`config.mk`:
```
export PLATFORM = sky130hd
export DESIGN_NAME = rd_return_sched
export DESIGN_NICKNAME = d
export VERILOG_FILES = /design/src/rtl/rds_pkg.sv /design/src/rtl/rds_launch_line.sv /design/src/rtl/rds_burst_eng.sv /design/src/rtl/rd_return_sched.sv
export SDC_FILE = /design/constraint.sdc
export NUM_CORES = 1
export LEC_CHECK = 0
export BUFFER_PORTS_ARGS = -buffer_cell sky130_fd_sc_hd__buf_4
export CAP_MARGIN = 30
export CORE_ASPECT_RATIO = 0.9
export CORE_MARGIN = 2
export CORE_UTILIZATION = 35
export CTS_BUF_LIST = sky130_fd_sc_hd__clkbuf_4 sky130_fd_sc_hd__clkbuf_8
export DETAILED_ROUTE_END_ITERATION = 16
export PLACE_DENSITY = 0.54
export SLEW_MARGIN = 20
export SYNTH_ARGS = -nofsm -noshare
export SYNTH_HDL_FRONTEND = slang
export SYNTH_SLANG_ARGS = --single-unit
```
`constraint.sdc`:
```
create_clock -name clk -period 1.3 [get_ports clk]
set_input_delay 0.13 -clock clk [delete_from_list [all_inputs] [get_ports clk]]
set_output_delay 0.13 -clock clk [all_outputs]
set_load 0.01 [all_outputs]
```
`src/rtl/rds_pkg.sv`:
```
package rds_pkg;
  localparam int BC_W = 2;

  typedef struct packed {
    logic            v;
    logic [BC_W-1:0] bc;
  } rd_tok_t;
endpackage

```
`src/rtl/rds_launch_line.sv`:
```
module rds_launch_line
  import rds_pkg::*;
#(
  parameter int MIN_CL = 2,
  parameter int MAX_CL = 3,
  parameter int CAS_W  = 2
) (
  input  logic             clk,
  input  logic             rst_n,
  input  logic             cmd_i,
  input  logic [CAS_W-1:0] cas_i,
  input  logic [BC_W-1:0]  bc_i,
  output logic             launch_o,
  output logic [BC_W-1:0]  launch_bc_o
);
  localparam int DEPTH  = MAX_CL - MIN_CL;
  localparam int SLOT_W = (DEPTH > 1) ? $clog2(DEPTH + 1) : 1;

  logic [SLOT_W-1:0] slot;

  // Clamp the programmed latency into [MIN_CL, MAX_CL] and turn it into a
  // stage offset: 0 means the preamble begins in the cycle just sampled.
  always_comb begin
    int lat;
    lat = int'(cas_i);
    if (lat < MIN_CL) lat = MIN_CL;
    if (lat > MAX_CL) lat = MAX_CL;
    slot = SLOT_W'(lat - MIN_CL);
  end

  if (DEPTH == 0) begin : g_direct
    assign launch_o    = cmd_i;
    assign launch_bc_o = bc_i;
  end else begin : g_delay
    rd_tok_t stg [DEPTH];

    for (genvar j = 0; j < DEPTH; j++) begin : g_stg
      rd_tok_t q;
      rd_tok_t nxt;
      if (j == DEPTH - 1) begin : g_tail
        assign nxt = '0;
      end else begin : g_mid
        assign nxt = stg[j+1];
      end
      always_ff @(posedge clk or negedge rst_n) begin
        if (!rst_n)                                  q <= '0;
        else if (cmd_i && slot == SLOT_W'(j + 1))    q <= '{v: 1'b1, bc: bc_i};
        else                                         q <= nxt;
      end
      assign stg[j] = q;
    end

    // Oldest token has priority over a zero-offset command.
    always_comb begin
      if (stg[0].v) begin
        launch_o    = 1'b1;
        launch_bc_o = stg[0].bc;
      end else begin
        launch_o    = cmd_i && (slot == '0);
        launch_bc_o = bc_i;
      end
    end

    // a command placed one stage out reaches the head one clock later
    a_r2_stage_hop: assert property (@(posedge clk) disable iff (!rst_n)
      (cmd_i && slot == SLOT_W'(1)) |=> stg[0].v);
  end
endmodule

```
`src/rtl/rds_burst_eng.sv`:
```
module rds_burst_eng
  import rds_pkg::*;
#(
  parameter int CNT_W = 3
) (
  input  logic             clk,
  input  logic             rst_n,
  input  logic             launch_i,
  input  logic [BC_W-1:0]  launch_bc_i,
  output logic             pre_o,
  output logic             act_o,
  output logic             post_o,
  output logic [CNT_W-1:0] cnt_o
);
  logic             pre_q, act_q, post_q;
  logic [BC_W-1:0]  pre_bc_q;
  logic [CNT_W-1:0] cnt_q, last_q;
  logic [CNT_W:0]   halfn;
  logic [CNT_W-1:0] new_last;
  logic             at_last;

  // Number of data cycles is 1 << code; keep its last index.
  assign halfn    = {{CNT_W{1'b0}}, 1'b1} << pre_bc_q;
  assign new_last = halfn[CNT_W-1:0] - CNT_W'(1);
  assign at_last  = act_q && (cnt_q == last_q);

  always_ff @(posedge clk or negedge rst_n) begin
    if (!rst_n) begin
      pre_q    <= 1'b0;
      pre_bc_q <= '0;
      act_q    <= 1'b0;
      cnt_q    <= '0;
      last_q   <= '0;
      post_q   <= 1'b0;
    end else begin
      pre_q    <= launch_i;
      pre_bc_q <= launch_bc_i;
      post_q   <= at_last && !pre_q;
      if (pre_q) begin
        act_q  <= 1'b1;
        cnt_q  <= '0;
        last_q <= new_last;
      end else if (act_q && !at_last) begin
        cnt_q  <= cnt_q + CNT_W'(1);
      end else begin
        act_q  <= 1'b0;
        cnt_q  <= '0;
      end
    end
  end

  assign pre_o  = pre_q;
  assign act_o  = act_q;
  assign post_o = post_q;
  assign cnt_o  = cnt_q;

  // a preamble cycle is always followed by the first data cycle
  a_r3_pre_then_data: assert property (@(posedge clk) disable iff (!rst_n)
    pre_q |=> (act_q && cnt_q == '0));

  // inside a burst the cycle counter steps by one
  a_r6_step: assert property (@(posedge clk) disable iff (!rst_n)
    (act_q && $past(act_q) && !$past(pre_q)) |-> (cnt_q == $past(cnt_q) + CNT_W'(1)));

  // the counter never passes the captured burst end
  a_r5_within_len: assert property (@(posedge clk) disable iff (!rst_n)
    act_q |-> (cnt_q <= last_q));

  // a postamble only follows a data cycle and never overlaps data
  a_r4_post_after_data: assert property (@(posedge clk) disable iff (!rst_n)
    post_q |-> (!act_q && $past(act_q)));
endmodule

```
`src/rtl/rd_return_sched.sv`:
```
module rd_return_sched
  import rds_pkg::*;
#(
  parameter int MIN_CL = 2,
  parameter int MAX_CL = 3,
  parameter int CAS_W  = 2
) (
  input  logic                clk,
  input  logic                rst_n,
  input  logic                rd_cmd,
  input  logic [CAS_W-1:0]    cas_lat,
  input  logic [BC_W-1:0]     burst_code,
  output logic                dqs_oe_rise,
  output logic                dqs_oe_fall,
  output logic                dqs_pre,
  output logic                dq_valid_rise,
  output logic                dq_valid_fall,
  output logic [BC_W+1:0]     beat_rise,
  output logic [BC_W+1:0]     beat_fall
);
  localparam int MAX_CODE = (1 << BC_W) - 1;
  localparam int CNT_W    = (MAX_CODE > 0) ? MAX_CODE : 1;
  localparam int IDX_W    = BC_W + 2;

  logic             launch;
  logic [BC_W-1:0]  launch_bc;
  logic             pre, act, post;
  logic [CNT_W-1:0] cnt;

  rds_launch_line #(
    .MIN_CL (MIN_CL),
    .MAX_CL (MAX_CL),
    .CAS_W  (CAS_W)
  ) u_line (
    .clk         (clk),
    .rst_n       (rst_n),
    .cmd_i       (rd_cmd),
    .cas_i       (cas_lat),
    .bc_i        (burst_code),
    .launch_o    (launch),
    .launch_bc_o (launch_bc)
  );

  rds_burst_eng #(
    .CNT_W (CNT_W)
  ) u_eng (
    .clk         (clk),
    .rst_n       (rst_n),
    .launch_i    (launch),
    .launch_bc_i (launch_bc),
    .pre_o       (pre),
    .act_o       (act),
    .post_o      (post),
    .cnt_o       (cnt)
  );

  logic [IDX_W-1:0] idx_base;
  assign idx_base = IDX_W'({cnt, 1'b0});

  always_comb begin
    dqs_oe_fall   = pre | act;
    dqs_oe_rise   = pre | act | post;
    dqs_pre       = pre & ~act;
    dq_valid_rise = act;
    dq_valid_fall = act;
    beat_rise     = act ? idx_base : '0;
    beat_fall     = act ? (idx_base | IDX_W'(1)) : '0;
  end

  // valid data is always framed by an enabled strobe on both halves
  a_r1_valid_framed: assert property (@(posedge clk) disable iff (!rst_n)
    dq_valid_rise |-> (dqs_oe_rise && dqs_oe_fall));

  // a half-cycle-only strobe appears right after falling-half data
  a_r4_half_post: assert property (@(posedge clk) disable iff (!rst_n)
    (dqs_oe_rise && !dqs_oe_fall) |-> $past(dq_valid_fall));

  // outputs are quiet while reset is held
  a_r10_reset_quiet: assert property (@(posedge clk)
    !rst_n |-> !(dqs_oe_rise || dqs_oe_fall || dq_valid_rise || dq_valid_fall));
endmodule

```
# After elaboration in Yosys (flattened, before gate mapping)

Index checks and enable logic that the tools add are counted.

Register bits after elaboration: 14
Input port bits: 7
Output and inout bits: 13
Logic and storage cells: 39

$add $sub $neg: 3
Order comparisons: 2
Eq/ne operators: 2
Shift operators: 1
Muxes and demuxes: 11
Bitwise logic cells: 5
Reductions and logical operators: 7

Operator list:

| operator                                              | count |
|---|---|
| 2-to-1 mux 3 bit                                      | 3 |
| 2-to-1 mux 4 bit                                      | 2 |
| logical AND 1 bit                                     | 5 |
| 2-to-1 mux 1 bit                                      | 4 |
| 2-to-1 mux 2 bit                                      | 2 |
| adder 3 x 1 -> 3 bit (second input constant)          | 1 |
| == test 3 bit                                         | 1 |
| << shifter 1 x 2 -> 3 bit (first input constant)      | 1 |
| subtractor 3 x 1 -> 3 bit (second input constant)     | 1 |
| greater-than comparator 2 bit (second input constant) | 1 |
| logical NOT 1 bit                                     | 2 |
| less-than comparator 2 bit (second input constant)    | 1 |
| != test 2 x 1 -> 1 bit (second input constant)        | 1 |
| NOT 1 bit                                             | 2 |
| OR 1 bit                                              | 2 |
| bitwise AND 1 bit                                     | 1 |
| subtractor 1 bit (second input constant)              | 1 |

# Longest topological paths before layout

Gate-level depths: netlist (run 1).

Depth in word-level cells: 8
Gate-level depth with buffers: 3

# Cells and area by module

A second synthesis (run 1) with hierarchy kept.

Cells, all modules: 56
Area, all modules: 661.9 um^2

Modules (own cells, without submodules):

| module          | times used | cells each | area each (um^2) |
|---|---|---|---|
| rds_burst_eng   | 1          | 33         | 435.4 |
| rds_launch_line | 1          | 10         | 133.9 |
| rd_return_sched | 1          | 13         | 92.6 |

# Worst setup path before layout (run 1)

OpenSTA, ideal clock, no wires.

Path kind: flip-flop to flip-flop
From: register u_eng.cnt_q[0] (netlist: u_eng.cnt_o[0])
To: register u_eng.act_q (netlist: u_eng.act_o)
Setup time: 0.129 ns
Data arrival time: 0.968 ns
Data required time: 1.171 ns
Setup slack: 0.203 ns
Stages on the path, launching flop included: 3
Buffers on the path: 0
Cells stage by stage: dfrtp_1 -> xor2_1 -> o41a_1

Word-level cells in the longest chain between the ends: 5

Ends and longest elaborated chain:

| item                                    | RTL line            | source |
|---|---|---|
| from (decl)                             | rds_burst_eng.sv:17 | `logic [CNT_W-1:0] cnt_q, last_q;` |
| from (signal assigned)                  | rds_burst_eng.sv:44 | `cnt_q <= cnt_q + CNT_W'(1);` |
| == test 3 bit                           | rds_burst_eng.sv:25 | `assign at_last = act_q && (cnt_q == last_q);` |
| logical AND 1 bit                       | rds_burst_eng.sv:25 |  |
| logical NOT 1 bit                       | rds_burst_eng.sv:43 | `end else if (act_q && !at_last) begin` |
| logical AND 1 bit                       | rds_burst_eng.sv:43 |  |
| != test 2 x 1 -> 1 bit (no source line) | n/a                 |  |
| to (signal assigned)                    | rds_burst_eng.sv:31 | `act_q <= 1'b0;` |
| to (signal assigned)                    | rds_burst_eng.sv:40 | `act_q <= 1'b1;` |
| to (signal assigned)                    | rds_burst_eng.sv:46 | `act_q <= 1'b0;` |
| to (decl)                               | rds_burst_eng.sv:15 | `logic pre_q, act_q, post_q;` |

No other way between the ends.
A chain may end at the register's enable or synchronous reset.

# Worst setup path after layout (run 1)

From: register u_eng.pre_q (netlist: u_eng.pre_o)
To: output dqs_oe_rise

Word-level cells in the longest chain between the ends: 2

Ends and longest elaborated chain:

| item                   | RTL line              | source |
|---|---|---|
| from (decl)            | rds_burst_eng.sv:15   |  |
| from (signal assigned) | rds_burst_eng.sv:36   | `pre_q <= launch_i;` |
| OR 1 bit (2 in series) | rd_return_sched.sv:62 | `dqs_oe_rise = pre \| act \| post;` |
| to (decl)              | rd_return_sched.sv:13 | `output logic dqs_oe_rise,` |

No other way between the ends.

==> impl_metrics.env, run 1 <==
export IMPL_violations="negative setup slack"
export IMPL_rrSetupSlack_ps=130
export IMPL_syn_avg_cell_area_um2=11.6
export IMPL_reg2reg_depth=2
export IMPL_layout_drive_gt1_share_pct=42.7
export IMPL_synth_cell_types=25
export IMPL_io_pin_count=20
export IMPL_netlist_area_um2=661
export IMPL_netlist_area_leader_share_pct=53.0
export IMPL_antenna_cells=0
export IMPL_synth_top_family_by_area="simple AND/OR/NAND/NOR gates"
export IMPL_fin_crit_sh_pct=101
export IMPL_cp_startpoint="u_eng.pre_o$_DFF_PN0_"
export IMPL_crit_path_end="dqs_oe_rise"
export IMPL_cp_max_fo=4
export IMPL_grt_pass1_wl_um=2040
export IMPL_synthAdderAreaFrac_pct=1.89
export IMPL_synthSimpleGateAreaFrac_pct=13.1
export IMPL_critical_path_cell_chain="or3_4 -> buf_6"
export IMPL_finalClockSkew_ps=0.195
export IMPL_cts_tree="yes"
export IMPL_ys_top_cells_by_area="dfrtp_1, buf_4, xnor2_1"
export IMPL_maxCapViolCount=0
export IMPL_grt_max_degree=15
export IMPL_maxSlewViolCount=0
export IMPL_final_net_count=85
export IMPL_drt_wl_total_um=1100
export IMPL_core_area_um2=1720
export IMPL_rows=14
export IMPL_slowest_delay_ps=420
export IMPL_vias_per_cell=4.48
export IMPL_fillers=163
export IMPL_clkSinkCount=14
export IMPL_wl_per_cell_um=11.1
export IMPL_dp_hpwl_um=813
export IMPL_p_leak_nw=0.405
export IMPL_fmax_ghz=0.764
export IMPL_die_y_um=45.2
export IMPL_areaGrowthSynthToFinish_pct=28.8
export IMPL_drt_iter0_drc=3
export IMPL_whs_ps=69.8
export IMPL_synth_area_leader_cell="dfrtp_1"
export IMPL_synth_compound_area_share_pct=8.33
export IMPL_final_antenna_net_count=0
export IMPL_finalPower_mw=1.38
export IMPL_ys_seq_area_share_pct=53.0
export IMPL_status="finished with violations"
export IMPL_vias=444
export IMPL_grt_pass1_vias=454
export IMPL_worstPathArrival_ps=1180
export IMPL_die_x_um=49.8
export IMPL_port_buffers=18
export IMPL_track_usage_pct=12.3
export IMPL_htreeDepth=1
export IMPL_clk_pin_slew_worst_paths_ps=70
export IMPL_cts_max_path_buffers=2
export IMPL_antenna_found_initial=0
export IMPL_setup_violations=2
export IMPL_timing_final_ws_setup_ps=-8.90
export IMPL_numCtsBuffers=3
export IMPL_postSynthCellCount=57
export IMPL_r2r_end="u_eng.act_o$_DFFE_PN0P_"
export IMPL_endpoint_kind="output pin"
export IMPL_required_ps=1170
export IMPL_hold_viol=0
export IMPL_startpoint_type="register"
export IMPL_synth_mux_area_share_pct=5.11
export IMPL_hp_class="input port to register"
export IMPL_final_min_clock_period_ps=1310
export IMPL_clkLatencyLatePin_ps=270
export IMPL_place_gp_congestion=0.695
export IMPL_dieArea_um2=2250
export IMPL_crit_slowest_cell="dfrtp_2"
export IMPL_synthXorXnorAreaFrac_pct=9.28
export IMPL_r2r_start="u_eng.cnt_o[0]$_DFF_PN0_"
export IMPL_p_per_area_nw_per_um2=1620
export IMPL_route_detailed_drc=0
export IMPL_cts_root_buf="clkbuf_4"
export IMPL_start_util_pct=38.5
export IMPL_grt_overflow_total=0
export IMPL_ys_warnings_count=0
export IMPL_path_class="register to output pin"
export IMPL_dr_pass1_iters=2
export IMPL_grt_setup_unrepaired="true"
export IMPL_synth_seq_cells=14
export IMPL_synth_nets=65
export IMPL_ir_drop_uv=838
-- per-stage QoR --
| stage | instance area [µm²] | setup slack [ps] | TNS (ps) | util, % | std cells |
|---|---|---|---|---|---|
| floorplan | 661 | 203 | 0 | - | 57 |
| global placement | 776 | 185 | 0 | 45.2 | 92 |
| detailed placement | 776 | 160 | 0 | 45.2 | 92 |
| CTS | 837 | -15.6 | -15.6 | 48.8 | 99 |
| global route | 851 | -51.1 | -95.1 | 49.6 | 99 |
| finish | 851 | -8.90 | -12.8 | 49.6 | 99 |
-- flip-flops by register name, summed over array words and instances, names as in the netlist --
signal	flops
u_eng.act_o	1
u_eng.cnt_o	3
u_eng.last_q	3
u_eng.post_o	1
u_eng.pre_bc_q	2
u_eng.pre_o	1
u_line.g_delay.g_stg.q	3
-- critical path, delay by kind of cell (launching register included) --
| family | cells | cell delay, ps |
|---|---|---|
| and+or+nand+nor | 1 | 360 |
| buffers and inverters | 1 | 120 |
| DFF | 1 | 420 |
-- where the power goes --
group	switching, mW	internal (mW)	leakage [nW]	total [mW]
clock network	0.123	0.107	0.0138	0.231
logic	0.246	0.317	0.217	0.563
registers	0.0805	0.506	0.174	0.586
total	0.450	0.930	0.405	1.38
-- kinds of logic after synthesis --
| family | Yosys count |
|---|---|
| flops | 14 |
| xor+xnor | 7 |
| fa+ha+maj | 1 |
| buf+inv | 9 |
| other cells | 1 |
| mux | 3 |
| compound gates | 7 |
| simple gates | 15 |
-- what timing repair did --
| item | CTS | global route |
|---|---|---|
| setup buffers | 3 | 0 |
| setup endpoints to repair | 2 | 4 |
| gates resized for setup | 3 | 4 |
| hold buffers | 1 | 0 |
| hold endpoints to repair | 14 | 0 |
| pin swaps | 1 | 0 |
-- cell type report --
class | instances | area [µm²] | share of cell area [%]
multi-input combinational | 34 | 259 | 30.4
inverter | 2 | 7.51 | 0.882
sequential | 14 | 353 | 41.5
tap | 24 | 30.0 | 3.53
timing repair buffer | 22 | 179 | 21.0
clock buffer | 3 | 22.5 | 2.65
-- synth_stat cells --
library cell	instances
a21o_1	1
a21oi_1	1
a311oi_1	3
and2_1	4
and2_2	1
and3_1	1
buf_2	1
buf_4	6
conb_1	1
dfrtp_1	14
ha_1	1
inv_1	2
mux2_2	3
nand2_1	1
nand2b_1	1
nand3_1	1
nor2_1	2
nor2b_1	1
nor4_1	1
o21ai_0	1
o41a_1	1
or2_2	1
or3_1	1
xnor2_1	4
xor2_1	3
-- cell usage in the layout, fill, tap and decap left out, drive strengths merged --
master       count
nand2b           1
a21o             1
o41a             1
nand3            1
and3             1
or2              1
mux2             3
inv              2
nor2b            1
clkbuf           3
a311oi           3
nand2            1
ha               1
nor2             2
xor2             3
conb             1
xnor2            4
and2             5
or3              1
dfrtp           14
nor4             1
a21oi            1
buf             21
dlygate4sd3      1
o21ai            1
-- worst min-delay path by stage --
stage | start | end | slack (ps) | depth (start not counted)
after floorplan | rst_n | u_eng.act_o$_DFFE_PN0P_ | -170 | 0
after global placement | rst_n | u_line.g_delay.g_stg[0].q[1]$_DFF_PN0_ | -10 | 1
after detailed placement | rst_n | u_line.g_delay.g_stg[0].q[1]$_DFF_PN0_ | -10 | 1
after CTS | burst_code[0] | u_line.g_delay.g_stg[0].q[0]$_DFF_PN0_ | 60 | 2
after global routing | rd_cmd | u_eng.pre_o$_DFF_PN0_ | 70 | 2
final | rd_cmd | u_eng.pre_o$_DFF_PN0_ | 70 | 2
-- per-layer routing --
| layer | global-route usage, % | vias up | part of all wire (%) |
|---|---|---|---|
| met3 | 4.97 | 0 | 5.8 |
| met4 | 3.33 | 0 | 0 |
| met5 | 0 | - | 0 |
| met2 | 19.5 | 17 | 49 |
| met1 | 15.9 | 204 | 45 |
| li1 | - | 223 | - |
Note: power is estimated with default switching activity, not from simulation.
==> run 2, diff against run 1 <==
--- a/config.mk
+++ b/config.mk
@@ -13,6 +13,8 @@
 export CTS_BUF_LIST = sky130_fd_sc_hd__clkbuf_4 sky130_fd_sc_hd__clkbuf_8
 export DETAILED_ROUTE_END_ITERATION = 16
 export PLACE_DENSITY = 0.54
+export REMOVE_ABC_BUFFERS = 1
+export SKIP_CTS_REPAIR_TIMING = 1
 export SLEW_MARGIN = 20
 export SYNTH_ARGS = -nofsm -noshare
 export SYNTH_HDL_FRONTEND = slang
==> impl_metrics.env, run 2 (synthesis gave the netlist of run 1 again) <==
export IMPL_status="finished with violations"
export IMPL_hold_viol=0
export IMPL_core_area_um2=1720
export IMPL_die_y_um=45.2
export IMPL_track_usage_pct=11.0
export IMPL_p_leak_nw=0.405
export IMPL_cp_max_fo=8
export IMPL_met2_length_um=534
export IMPL_vias=464
export IMPL_critical_path_cell_chain="or2_2 -> buf_4"
export IMPL_maxCapViolCount=0
export IMPL_hp_class="input port to register"
export IMPL_grt_pass1_wl_um=1810
export IMPL_r2r_end="u_eng.cnt_o[1]$_DFF_PN0_"
export IMPL_ir_drop_uv=828
export IMPL_maxSlewViolCount=0
export IMPL_areaGrowthSynthToFinish_pct=28.4
export IMPL_rrSetupSlack_ps=140
export IMPL_drt_wl_total_um=1110
export IMPL_layout_drive_gt1_share_pct=42.7
export IMPL_clk_pin_slew_worst_paths_ps=80
export IMPL_antenna_found_initial=0
export IMPL_route_detailed_drc=0
export IMPL_clkSinkCount=14
export IMPL_final_cell_mix="buf_4, dfrtp_1, and2_1, xnor2_1"
export IMPL_grt_setup_unrepaired="true"
export IMPL_port_buffers=18
export IMPL_setup_violations=4
export IMPL_p_per_area_nw_per_um2=1680
export IMPL_cts_root_buf="clkbuf_4"
export IMPL_vias_per_cell=4.69
export IMPL_endpoint_kind="output pin"
export IMPL_start_util_pct=38.5
export IMPL_clkLatencyLatePin_ps=270
export IMPL_startpoint_type="register"
export IMPL_final_net_count=84
export IMPL_dieArea_um2=2250
export IMPL_path_class="register to output pin"
export IMPL_worstPathArrival_ps=1200
export IMPL_slowest_delay_ps=450
export IMPL_fin_util_pct=49.4
export IMPL_timing_final_ws_setup_ps=-30.2
export IMPL_fmax_ghz=0.752
export IMPL_drt_met1_wl_um=474
export IMPL_finalPower_mw=1.42
export IMPL_drt_iter0_drc=10
export IMPL_grt_overflow_total=0
export IMPL_final_min_clock_period_ps=1330
export IMPL_cp_startpoint="u_eng.act_o$_DFFE_PN0P_"
export IMPL_fin_crit_sh_pct=102
export IMPL_grt_pass1_vias=408
export IMPL_dr_pass1_iters=4
export IMPL_dp_hpwl_um=837
export IMPL_whs_ps=69.3
export IMPL_crit_slowest_cell="dfrtp_2"
export IMPL_io_pin_count=20
export IMPL_cts_tree="yes"
export IMPL_violations="negative setup slack"
export IMPL_required_ps=1170
export IMPL_setup_tns_ps=-93.1
export IMPL_maxUsedRoutingLayer="met3"
export IMPL_final_cells=99
export IMPL_layout_cells_most_common="buf_4"
export IMPL_finalClockSkew_ps=2.50
export IMPL_final_antenna_net_count=0
export IMPL_rows=14
export IMPL_place_gp_congestion=0.818
export IMPL_hold_start="burst_code[1]"
export IMPL_cts_max_path_buffers=2
export IMPL_r2r_start="u_eng.pre_o$_DFF_PN0_"
export IMPL_numCtsBuffers=3
export IMPL_grt_max_degree=15
export IMPL_wl_per_cell_um=11.2
export IMPL_die_x_um=49.8
export IMPL_met3_wirelength_um=99
export IMPL_antenna_cells=0
export IMPL_reg2reg_depth=3
export IMPL_placed_cells=92
export IMPL_htreeDepth=1
export IMPL_crit_path_end="dqs_oe_fall"
[run 2: cell count changes in the layout (fill, tap and decap cells not counted), sizes merged]
cell / before / now
buf: 21 / 20
clkbuf: 3 / 4
[run 2: power breakdown]
| group | internal (mW) | leakage [nW] | total [mW] | switching (mW) |
|---|---|---|---|---|
| clock | 0.170 | 0.0210 | 0.301 | 0.130 |
| combinational | 0.292 | 0.210 | 0.534 | 0.242 |
| sequential | 0.506 | 0.174 | 0.590 | 0.0844 |
| total | 0.968 | 0.405 | 1.42 | 0.456 |
[run 2: worst min-delay path by stage]
stage                                              to  slack, ps  cells past startpoint
2_1_floorplan                 u_eng.act_o$_DFFE_PN0P_       -170                      0
3_3_place_gp                 u_eng.cnt_o[1]$_DFF_PN0_        -10                      1
3_5_place_dp                 u_eng.cnt_o[2]$_DFF_PN0_         -9                      1
4_1_cts                      u_eng.cnt_o[2]$_DFF_PN0_       -320                      1
5_1_grt        u_line.g_delay.g_stg[0].q[1]$_DFF_PN0_         60                      2
6_report       u_line.g_delay.g_stg[0].q[1]$_DFF_PN0_         70                      2
[run 2: area by class of cell]
class | count | area [µm²]
fill | 164 | 868
multi-input combinational | 34 | 258
inverter | 2 | 7.51
sequential | 14 | 353
tap | 24 | 30.0
timing repair buffer | 21 | 164
clock buffer | 4 | 36.3
[run 2: stage by stage]
step	cell area [µm²]	setup slack (ps)
detailed placement	776	175
CTS	812	-139
global placement	776	179
finish	848	-30.2
global route	848	-79.4
floorplan	611	169
[run 2: layer usage]
metal  GRT usage [%]  vias up
met5               0        -
met1            12.0      218
li1                -      222
met4            3.33        0
met3            4.97        0
met2            19.5       24
[run 2: worst max-delay path, delay by kind of cell, from the launching register on]
| kind | cells | cell delay, ps |
|---|---|---|
| buffers and inverters | 1 | 150 |
| flip-flops | 1 | 450 |
| AND/OR/NAND/NOR | 1 | 320 |
==> run 3, diff against run 2 <==
--- a/config.mk
+++ b/config.mk
@@ -12,7 +12,7 @@
 export CORE_UTILIZATION = 35
 export CTS_BUF_LIST = sky130_fd_sc_hd__clkbuf_4 sky130_fd_sc_hd__clkbuf_8
 export DETAILED_ROUTE_END_ITERATION = 16
-export PLACE_DENSITY = 0.54
+export PLACE_DENSITY = 0.69
 export REMOVE_ABC_BUFFERS = 1
 export SKIP_CTS_REPAIR_TIMING = 1
 export SLEW_MARGIN = 20
==> impl_metrics.env, run 3 (synthesis gave the netlist of run 1 again) <==
export IMPL_vias_per_cell=4.69
export IMPL_finalClockSkew_ps=6.01
export IMPL_wl_per_cell_um=11.5
export IMPL_r2r_end="u_eng.cnt_o[1]$_DFF_PN0_"
export IMPL_maxCapViolCount=0
export IMPL_cts_root_buf="clkbuf_4"
export IMPL_io_pin_count=20
export IMPL_ir_drop_uv=791
export IMPL_required_ps=1170
export IMPL_maxUsedRoutingLayer="met4"
export IMPL_hp_class="input port to register"
export IMPL_grt_pass1_vias=429
export IMPL_fin_util_pct=52.7
export IMPL_drt_met1_wl_um=489
export IMPL_fmax_ghz=0.741
export IMPL_fin_crit_sh_pct=104
export IMPL_htreeDepth=1
export IMPL_grt_setup_unrepaired="true"
export IMPL_clkSinkCount=14
export IMPL_core_area_um2=1720
export IMPL_timing_final_ws_setup_ps=-49.9
export IMPL_hold_start="rd_cmd"
export IMPL_worstPathArrival_ps=1220
export IMPL_dieArea_um2=2250
export IMPL_hold_viol=0
export IMPL_layout_drive_gt1_share_pct=50.0
export IMPL_numCtsBuffers=3
export IMPL_drt_wl_total_um=1180
export IMPL_final_cell_mix="buf_4, dfrtp_1, xnor2_1"
export IMPL_areaGrowthSynthToFinish_pct=36.9
export IMPL_status="finished with violations"
export IMPL_endpoint_kind="output pin"
export IMPL_rows=14
export IMPL_p_per_area_nw_per_um2=1710
export IMPL_min_to="u_eng.pre_o$_DFF_PN0_"
export IMPL_cp_max_fo=5
export IMPL_antenna_cells=0
export IMPL_cts_tree="yes"
export IMPL_clk_pin_slew_worst_paths_ps=80
export IMPL_placed_cells=92
export IMPL_die_x_um=49.8
export IMPL_dp_hpwl_um=849
export IMPL_whs_ps=51.1
export IMPL_route_detailed_drc=0
export IMPL_place_gp_congestion=0.833
export IMPL_antenna_found_initial=0
export IMPL_setup_violations=2
export IMPL_final_cells=102
export IMPL_met3_wirelength_um=91
export IMPL_r2r_start="u_eng.pre_o$_DFF_PN0_"
export IMPL_final_min_clock_period_ps=1350
export IMPL_port_buffers=18
export IMPL_die_y_um=45.2
export IMPL_drt_iter0_drc=1
export IMPL_hold_depth=2
export IMPL_vias=478
export IMPL_grt_pass1_wl_um=1840
export IMPL_layout_cells_most_common="buf_4"
export IMPL_maxSlewViolCount=0
export IMPL_p_leak_nw=0.437
export IMPL_met2_length_um=570
export IMPL_setup_tns_ps=-88.7
export IMPL_cts_max_path_buffers=2
export IMPL_grt_overflow_total=0
export IMPL_final_net_count=87
export IMPL_track_usage_pct=11.4
export IMPL_start_util_pct=38.5
export IMPL_dr_pass1_iters=2
export IMPL_place_ws_ps=143
export IMPL_final_antenna_net_count=0
export IMPL_dpl_cell_area_um2=776
export IMPL_rrSetupSlack_ps=0
export IMPL_grt_max_degree=15
export IMPL_finalPower_mw=1.55
export IMPL_clkLatencyLatePin_ps=280
export IMPL_fin_area_um2=905
export IMPL_violations="negative setup slack"
export IMPL_startpoint_type="register"
export IMPL_reg2reg_depth=4
export IMPL_path_class="register to output pin"
==> run 3: changes by cell type in the layout (fill, tap and decap cells not counted), sizes merged <==
cell and delta:
dlymetal6s2s +1, buf +2
==> run 3: report_power, final <==
| group | internal, mW | switching (mW) | leakage [nW] |
|---|---|---|---|
| Sequential | 0.506 | 0.0872 | 0.174 |
| Combinational | 0.356 | 0.283 | 0.241 |
| Clock | 0.170 | 0.144 | 0.0210 |
| Total | 1.03 | 0.514 | 0.437 |
==> run 3: layer usage <==
| metal | GRT usage (%) | up-vias |
|---|---|---|
| li1 | - | 227 |
| met1 | 12.4 | 223 |
| met4 | 5.00 | 0 |
| met2 | 19.2 | 24 |
| met3 | 5.30 | 4 |
| met5 | 0 | - |
==> run 3: cell type report <==
| cell class | count | area, µm² |
|---|---|---|
| fillers | 172 | 812 |
| flip-flops and latches | 14 | 353 |
| well taps | 24 | 30.0 |
| multi-input cells | 34 | 283 |
| inverters | 2 | 7.51 |
| repair buffers | 24 | 195 |
| clock buffers | 4 | 36.3 |
==> run 3: how the worst max path moves through the flow <==
stage,startpoint,endpoint,slack (ps),cells after the start
2_1_floorplan,u_eng.act_o$_DFFE_PN0P_,u_eng.act_o$_DFFE_PN0P_,170,2
4_1_cts,u_eng.act_o$_DFFE_PN0P_,dqs_oe_rise,-140,2
3_3_place_gp,u_eng.cnt_o[0]$_DFF_PN0_,u_eng.act_o$_DFFE_PN0P_,180,2
6_report,u_eng.pre_o$_DFF_PN0_,dqs_oe_rise,-50,2
5_1_grt,u_eng.pre_o$_DFF_PN0_,dqs_oe_rise,-100,2
3_5_place_dp,u_eng.cnt_o[0]$_DFF_PN0_,u_eng.act_o$_DFFE_PN0P_,140,2
==> run 3: worst max-delay path: stages (launching register included) <==
cell and delay (ps):
dfrtp_2 440, or3_4 370, buf_6 130
